[src/rtl/sof_pkg.sv]
package sof_pkg;
    typedef enum logic {
        BND_FRAME = 1'b0,
        BND_SLOT  = 1'b1
    } bnd_sel_e;

    function automatic logic boundary_hit(bnd_sel_e sel, logic frm, logic slt);
        return (sel == BND_SLOT) ? (frm | slt) : frm;
    endfunction
endpackage

[src/rtl/sof_hold.sv]
module sof_hold #(
    parameter int NF = 2
) (
    input  logic          clk,
    input  logic          rst_n,
    input  logic          soft_rst,
    input  logic          we,
    input  logic [NF-1:0] wdata,
    input  logic          load,
    input  logic          take,
    output logic [NF-1:0] stage_val,
    output logic          stage_vld
);
    typedef struct packed {
        logic [NF-1:0] hold;
        logic [NF-1:0] pend;
        logic          vld;
    } hold_st_t;

    hold_st_t st_d, st_q;
    logic [NF-1:0] hold_new;

    always_comb begin
        st_d     = st_q;
        hold_new = we ? wdata : st_q.hold;
        st_d.hold = hold_new;
        if (load && !take) begin
            st_d.pend = hold_new;
            st_d.vld  = 1'b1;
        end else if (take) begin
            st_d.vld  = 1'b0;
        end
        if (soft_rst) begin
            st_d = '0;
        end
        stage_val = load ? hold_new : st_q.pend;
        stage_vld = load | st_q.vld;
    end

    always_ff @(posedge clk or negedge rst_n) begin
        if (!rst_n) begin
            st_q <= '0;
        end else begin
            st_q <= st_d;
        end
    end

    AST_HOLD_LAST_WRITE: assert property (@(posedge clk) disable iff (!rst_n)
        (we && !soft_rst) |=> (st_q.hold == $past(wdata)));
    AST_STAGE_DRAINS: assert property (@(posedge clk) disable iff (!rst_n)
        (take && !soft_rst) |=> !st_q.vld);
endmodule

[src/rtl/sof_release.sv]
module sof_release
    import sof_pkg::*;
#(
    parameter int NF = 2
) (
    input  logic          clk,
    input  logic          rst_n,
    input  logic          soft_rst,
    input  logic          network_mode,
    input  logic          frame_start,
    input  logic          slot_start,
    input  logic [NF-1:0] stage_val,
    input  logic          stage_vld,
    output logic          take,
    output logic [NF-1:0] flag_q
);
    typedef struct packed {
        logic [NF-1:0] drive;
    } rel_st_t;

    rel_st_t  st_d, st_q;
    bnd_sel_e sel;
    logic     bnd;

    always_comb begin
        sel  = network_mode ? BND_SLOT : BND_FRAME;
        bnd  = boundary_hit(sel, frame_start, slot_start);
        take = bnd & stage_vld;
        st_d = st_q;
        if (take) begin
            st_d.drive = stage_val;
        end
        if (soft_rst) begin
            st_d = '0;
        end
    end

    always_ff @(posedge clk or negedge rst_n) begin
        if (!rst_n) begin
            st_q <= '0;
        end else begin
            st_q <= st_d;
        end
    end

    assign flag_q = st_q.drive;

    AST_FLAG_AT_BOUNDARY: assert property (@(posedge clk) disable iff (!rst_n)
        !$stable(flag_q) |-> $past(take || soft_rst));
    AST_NORMAL_NO_SLOT: assert property (@(posedge clk) disable iff (!rst_n)
        (!network_mode && slot_start && !frame_start && !soft_rst) |=> $stable(flag_q));
    AST_FLAG_SOFT_CLEAR: assert property (@(posedge clk) disable iff (!rst_n)
        soft_rst |=> (flag_q == '0));
endmodule

[src/rtl/sof_dir.sv]
module sof_dir #(
    parameter int NF = 2,
    parameter int NP = 3
) (
    input  logic          clk,
    input  logic          rst_n,
    input  logic          soft_rst,
    input  logic          dir_we,
    input  logic [NP-1:0] dir_wdata,
    input  logic          sync_mode,
    output logic [NP-1:0] pin_oe
);
    typedef struct packed {
        logic [NP-1:0] dir;
    } dir_st_t;

    dir_st_t st_d, st_q;

    always_comb begin
        st_d = st_q;
        if (dir_we) begin
            st_d.dir = dir_wdata;
        end
        if (soft_rst) begin
            st_d = '0;
        end
    end

    always_ff @(posedge clk or negedge rst_n) begin
        if (!rst_n) begin
            st_q <= '0;
        end else begin
            st_q <= st_d;
        end
    end

    for (genvar i = 0; i < NP; i++) begin : g_oe
        if (i < NF) begin : g_flag
            assign pin_oe[i] = st_q.dir[i] & sync_mode;
        end else begin : g_plain
            assign pin_oe[i] = st_q.dir[i];
        end
    end

    AST_DIR_ON_WRITE: assert property (@(posedge clk) disable iff (!rst_n)
        !$stable(st_q.dir) |-> $past(dir_we || soft_rst));
    AST_DIR_SOFT_CLEAR: assert property (@(posedge clk) disable iff (!rst_n)
        soft_rst |=> (st_q.dir == '0));
endmodule

[src/rtl/sof_flags.sv]
module sof_flags #(
    parameter int NF = 2,
    parameter int NP = 3
) (
    input  logic          clk,
    input  logic          rst_n,
    input  logic          soft_rst,
    input  logic          flag_we,
    input  logic [NF-1:0] flag_wdata,
    input  logic          dir_we,
    input  logic [NP-1:0] dir_wdata,
    input  logic          sync_mode,
    input  logic          network_mode,
    input  logic          tx_load,
    input  logic          frame_start,
    input  logic          slot_start,
    output logic [NF-1:0] flag_out,
    output logic [NP-1:0] pin_oe
);
    logic [NF-1:0] stage_val;
    logic          stage_vld;
    logic          take;

    sof_hold #(.NF(NF)) u_hold (
        .clk       (clk),
        .rst_n     (rst_n),
        .soft_rst  (soft_rst),
        .we        (flag_we),
        .wdata     (flag_wdata),
        .load      (tx_load),
        .take      (take),
        .stage_val (stage_val),
        .stage_vld (stage_vld)
    );

    sof_release #(.NF(NF)) u_rel (
        .clk          (clk),
        .rst_n        (rst_n),
        .soft_rst     (soft_rst),
        .network_mode (network_mode),
        .frame_start  (frame_start),
        .slot_start   (slot_start),
        .stage_val    (stage_val),
        .stage_vld    (stage_vld),
        .take         (take),
        .flag_q       (flag_out)
    );

    sof_dir #(.NF(NF), .NP(NP)) u_dir (
        .clk       (clk),
        .rst_n     (rst_n),
        .soft_rst  (soft_rst),
        .dir_we    (dir_we),
        .dir_wdata (dir_wdata),
        .sync_mode (sync_mode),
        .pin_oe    (pin_oe)
    );

    AST_OE_NEEDS_SYNC: assert property (@(posedge clk) disable iff (!rst_n)
        !sync_mode |-> (pin_oe[NF-1:0] == '0));
endmodule

[config.mk]
export PLATFORM = sky130hd
export DESIGN_NAME = sof_flags
export DESIGN_NICKNAME = d
export VERILOG_FILES = /design/src/rtl/sof_pkg.sv /design/src/rtl/sof_hold.sv /design/src/rtl/sof_release.sv /design/src/rtl/sof_dir.sv /design/src/rtl/sof_flags.sv
export SDC_FILE = /design/constraint.sdc
export NUM_CORES = 1
export LEC_CHECK = 0
export BUFFER_PORTS_ARGS = -buffer_cell sky130_fd_sc_hd__buf_2
export CORE_AREA = 4 4 41 43
export CTS_CLUSTER_DIAMETER = 60
export DETAILED_ROUTE_END_ITERATION = 6
export DIE_AREA = 0 0 45 47
export HOLD_SLACK_MARGIN = 0.06
export SLEW_MARGIN = 0
export SYNTH_ARGS = -nofsm -noshare
export SYNTH_HDL_FRONTEND = slang
export SYNTH_SLANG_ARGS = --single-unit
[constraint.sdc]
create_clock -name clk -period 2.15 [get_ports clk]
set_input_delay 0.215 -clock clk [delete_from_list [all_inputs] [get_ports clk]]
set_output_delay 0.215 -clock clk [all_outputs]
set_load 0.01 [all_outputs]
== Word level (Yosys, flattened, before mapping) ==
Cells that the tools add are included.
Storage, ports and cells
  word-level logic and storage cells: 28
  input bits: 15
  output and inout port bits: 5
  register bits: 10
Operators by class
  bitwise gates (word level): 5
  reductions and logical operators: 6
  multiplexer cells: 12
Operator list (number)
  2-bit two-way mux: 5
  3-bit two-way mux: 2
  2-bit nonzero test: 3
  5-bit two-way mux: 1
  1-bit two-way mux: 4
  1-bit bitwise AND: 3
  3-bit nonzero test: 1
  1-bit OR: 2
  1-bit logical AND: 1
  1-bit zero test: 1

== Depth between registers and ports, before layout ==
  word-level depth: 7
  gate-level depth with buffers: 4
  mapped depth without buffers: 3

== By module ==
From an unflattened synthesis, not the netlist that was laid out.
Unflattened totals
  cells, all modules: 42
  area, all modules: 461.7 um^2
By module, submodules not included
  sof_hold: instances 1, sequential area each 125.1 um^2, cells an instance 20, area an instance 216.5 um^2
  sof_dir: instances 1, sequential area each 75.1 um^2, cells an instance 12, area an instance 136.4 um^2
  sof_release: instances 1, sequential area each 50.0 um^2, cells an instance 10, area an instance 108.9 um^2

== Worst setup path after synthesis ==
No wires, ideal clock.
  path type: register to register
  start: reg u_hold.st_q[3] (netlist name)
  end: reg u_rel.st_q (netlist bit u_rel.flag_q[0])
  required time: 2.072 ns
  data arrival time: 0.788 ns
  path slack: 1.284 ns
  cell stages (with the launch flop): 4
  setup time: 0.078 ns
  period minus slack after synthesis: 0.866 ns
  path buffers: 0
  cell sequence: dfrtp_1 mux2i_1 a211o_1 a21oi_1
On the way
  cells in the longest elaborated chain, start to end: 4
RTL lines
  start: declaration: line sof_hold.sv:20  | hold_st_t st_d, st_q;
  start signal: assignment: line sof_hold.sv:44  | st_q <= st_d;
  2-bit two-way mux: line sof_hold.sv:25  | hold_new = we ? wdata : st_q.hold;
  2-bit two-way mux: line sof_hold.sv:36  | stage_val = load ? hold_new : st_q.pend;
  2-bit two-way mux: line sof_release.sv:30  | if (take) begin
  2-bit two-way mux: line sof_release.sv:33  | if (soft_rst) begin
  end signal: assignment: line sof_release.sv:42  | st_q <= st_d;
  end: declaration: line sof_release.sv:21  | rel_st_t st_d, st_q;
No other way between the ends. The select of a mux whose other input is x is not followed.
A chain may end at the register's enable or synchronous reset.

== Worst setup path after layout ==
  start: reg u_dir.st_q[1] (netlist name)
  end: out pin_oe[1]
On the way
  cells in the longest elaborated chain, start to end: 1
RTL lines
  start: declaration: line sof_dir.sv:17  | dir_st_t st_d, st_q;
  start signal: assignment: line sof_dir.sv:33  | st_q <= st_d;
  1-bit bitwise AND: line sof_dir.sv:39  | assign pin_oe[i] = st_q.dir[i] & sync_mode;
  end: declaration: line sof_flags.sv:18  | output logic [NP-1:0] pin_oe
No other way between the ends.

==> flow_metrics.py <==
metrics = {
    "clock_tree": {
        "cts.reportedPaths.clkPinSlew_ns": 0.07,
        "cts_tree": "done",
        "cts-root-buf": "sky130_fd_sc_hd__clkbuf_4",
        "cts.path.max_buffers": 2,
        "postCtsHoldBufs": 1,
        "post-cts-setup-buffer-count": 0,
        "post_cts_resized": 0,
        "numClockSinks": 10,
        "clock_latency_ns": 0.27,
        "cts_inserted_buffers": 3,
        "htree_num_levels": 1,
    },
    "global_route": {
        "grt_overflow": 0,
        "antenna_found_initial": 0,
        "grt_first_pass_wirelength_mm": 1.56,
        "grt_max_degree": 11,
        "gr-usage-all-layers": 0.111,
        "grt_pass1_vias": 360,
    },
    "sta": {
        "tns_ns": 0,
        "relSlewSlack": 0.793,
        "report.final.setup_viol": 0,
        "tightest_slew_ns": 0.301,
        "timing_hold_violations_final": 0,
        "grt_setup_unrepaired": "no",
        "fin_skew_ns": 0.00897,
        "post-route-worst-setup-slack_ns": 1.02,
        "worst_hold_slack_ns": 0.187,
        "maxClockFrequency_ghz": 0.882,
        "min_period_ns": 1.13,
        "period_share": 0.527,
        "finalMaxSlewViolations": 0,
    },
    "route": {
        "wl_um": 955,
        "wl_per_cell_um": 12.6,
        "drt_iter0_markers": 7,
        "antenna_left": 0,
        "post_drt_via_cell_ratio": 5.08,
        "drt_pass1_iterations": 4,
        "vias": 386,
        "drc": 0,
    },
    "synth": {
        "syn-cell-area_um2": 450,
        "synth-seq-cells": 10,
        "synthesis.yosys.warnings": 0,
        "ys_seq_area_frac": 0.556,
        "postSynthNetCount": 55,
        "postSynthCellCount": 40,
        "ys_types": 13,
        "synthesis.area_per_instance_um2": 11.3,
    },
    "power": {
        "power.clock.fraction": 0.390,
        "ir_worst_vdd_v": 0.000379,
        "power_frac_seq": 0.473,
        "switching_share": 0.236,
        "power_per_cell_area_mw_per_mm2": 725,
        "static_leakage_nw": 0.309,
        "power_switching_uw": 102,
        "power.share.combinational": 0.136,
        "p_int_uw": 329,
    },
    "placed_design": {
        "placement.io_buffers": 19,
        "post-dp-hpwl_um": 730,
        "placement.setup.worst_slack_ns": 1.10,
        "place_inst": 71,
        "gp_congestion": 0.720,
    },
    "final_layout": {
        "drive_above_1_share": 0.393,
        "antenna-diode-count": 0,
        "area_added_between_synthesis_and_finish_pct": 31.9,
        "finish.utilization": 0.457,
        "finalNetCount": 77,
        "final_cell_count_no_fill": 76,
    },
    "floorplan": {
        "design.portCount": 20,
        "die_width_um": 45,
        "initial_utilization": 0.346,
        "chipHeight_um": 47,
        "fp.dieArea_mm2": 0.00212,
        "floorplan.core_area_mm2": 0.00130,
        "number_of_rows_in_the_core_area": 13,
    },
    "critical_path": {
        "cp_data_required_time_ns": 1.93,
        "crit_fanout": 2,
        "timing.critical_path.from_type": "register",
        "cp-end-kind": "output port",
        "arrival_ns": 0.92,
        "timing_worst_setup_path_type": "reg2out",
    },
    "flow_run": {
        "cap_violations": 0,
    },
    "worst_hold_path": {
        "worstHoldPathType": "in2reg",
    },
    "outcome": {
        "outcome": "completed",
    },
}
## state kept, by name, indices dropped and copies added, names as in the netlist
signal / cells
u_rel.flag_q: 2
u_hold.st_q: 5
u_dir.st_q: 3
## synthesized netlist by cell type
| master | number | area, µm² |
|---|---|---|
| sky130_fd_sc_hd__a311oi_1 | 2 | 17.5 |
| sky130_fd_sc_hd__nor2_1 | 6 | 22.5 |
| sky130_fd_sc_hd__nor3b_1 | 1 | 7.51 |
| sky130_fd_sc_hd__a21oi_4 | 1 | 16.3 |
| sky130_fd_sc_hd__buf_4 | 1 | 7.51 |
| sky130_fd_sc_hd__mux2i_1 | 5 | 50.1 |
| sky130_fd_sc_hd__and2_1 | 2 | 12.5 |
| sky130_fd_sc_hd__clkbuf_1 | 1 | 3.75 |
| sky130_fd_sc_hd__dfrtp_1 | 10 | 250 |
| sky130_fd_sc_hd__a21oi_1 | 6 | 30.0 |
| sky130_fd_sc_hd__a211o_1 | 2 | 17.5 |
| sky130_fd_sc_hd__o21ai_0 | 2 | 10.0 |
| sky130_fd_sc_hd__buf_2 | 1 | 5.00 |
## final timing paths
path / startpoint / endpoint / slack (ns) / cells past startpoint
setup / recovery: u_dir.st_q[1] / pin_oe[1] / 1.02 / 2
hold / removal: dir_wdata[2] / u_dir.st_q[2] / 0.19 / 3
setup reg to reg: u_hold.st_q[4] / u_rel.flag_q[1] / 1.14 / 3
hold reg to reg: u_dir.st_q[2] / u_dir.st_q[2] / 0.52 / 2
max in group asynchronous: rst_n / u_hold.st_q[0] / 1.63 / 2
min in group asynchronous: rst_n / u_dir.st_q[2] / 0.32 / 2
## metrics by stage
stage          cell area, µm²  total power, mW
5_1_grt                   594            0.460
2_1_floorplan             450            0.238
4_1_cts                   594            0.437
6_report                  594            0.431
3_3_place_gp              548            0.265
3_5_place_dp              548            0.266
## power groups by stage
stage	sequential (mW)	combinational (mW)	clock, mW
after floorplan	0.207	0.0307	0
after global placement	0.207	0.0573	0
after detailed placement	0.207	0.0586	0
after CTS	0.204	0.0602	0.173
after global routing	0.205	0.0665	0.189
final	0.204	0.0587	0.168
## layout make-up
type / count / area (µm²)
tap: 15 / 18.8
clock buffer: 4 / 36.3
timing repair buffer: 20 / 105
multi-input combinational: 27 / 184
fill: 140 / 707
sequential: 10 / 250
## cells in the final DEF (no fill, tap or decap), types with 2 or more instances in the layout
cell type and instances:
sky130_fd_sc_hd__buf_2 19, sky130_fd_sc_hd__o21ai_0 2, sky130_fd_sc_hd__and2_1 2, sky130_fd_sc_hd__dfrtp_1 10, sky130_fd_sc_hd__a21oi_1 6, sky130_fd_sc_hd__mux2i_1 5, sky130_fd_sc_hd__clkbuf_4 3, sky130_fd_sc_hd__a211o_1 2
sky130_fd_sc_hd__nor2_1 6, sky130_fd_sc_hd__a311oi_1 2
## logic make-up (layout without fill, tap and decap cells)
logic type | Yosys count | count (layout) | synth area share
flip-flops | 10 | 10 | 0.556
buffers and inverters | 3 | 24 | 0.0361
multiplexers | 5 | 5 | 0.111
AND/OR/NAND/NOR | 9 | 9 | 0.0944
AO/OA/AOI/OAI | 13 | 13 | 0.203
## routing by layer
metal	vias to the layer above	share of wire	global-route usage
met5	-	0	0
met4	0	0.014	0.0526
met3	2	0.071	0.0690
met2	12	0.52	0.169
met1	186	0.40	0.122
li1	186	-	-
## worst max-delay path: stages, from the launching register on
cell                      delay (ns)
sky130_fd_sc_hd__dfrtp_1        0.37
sky130_fd_sc_hd__and2_1         0.15
sky130_fd_sc_hd__buf_2          0.13
No activity file was read; power rests on OpenSTA's default activity.
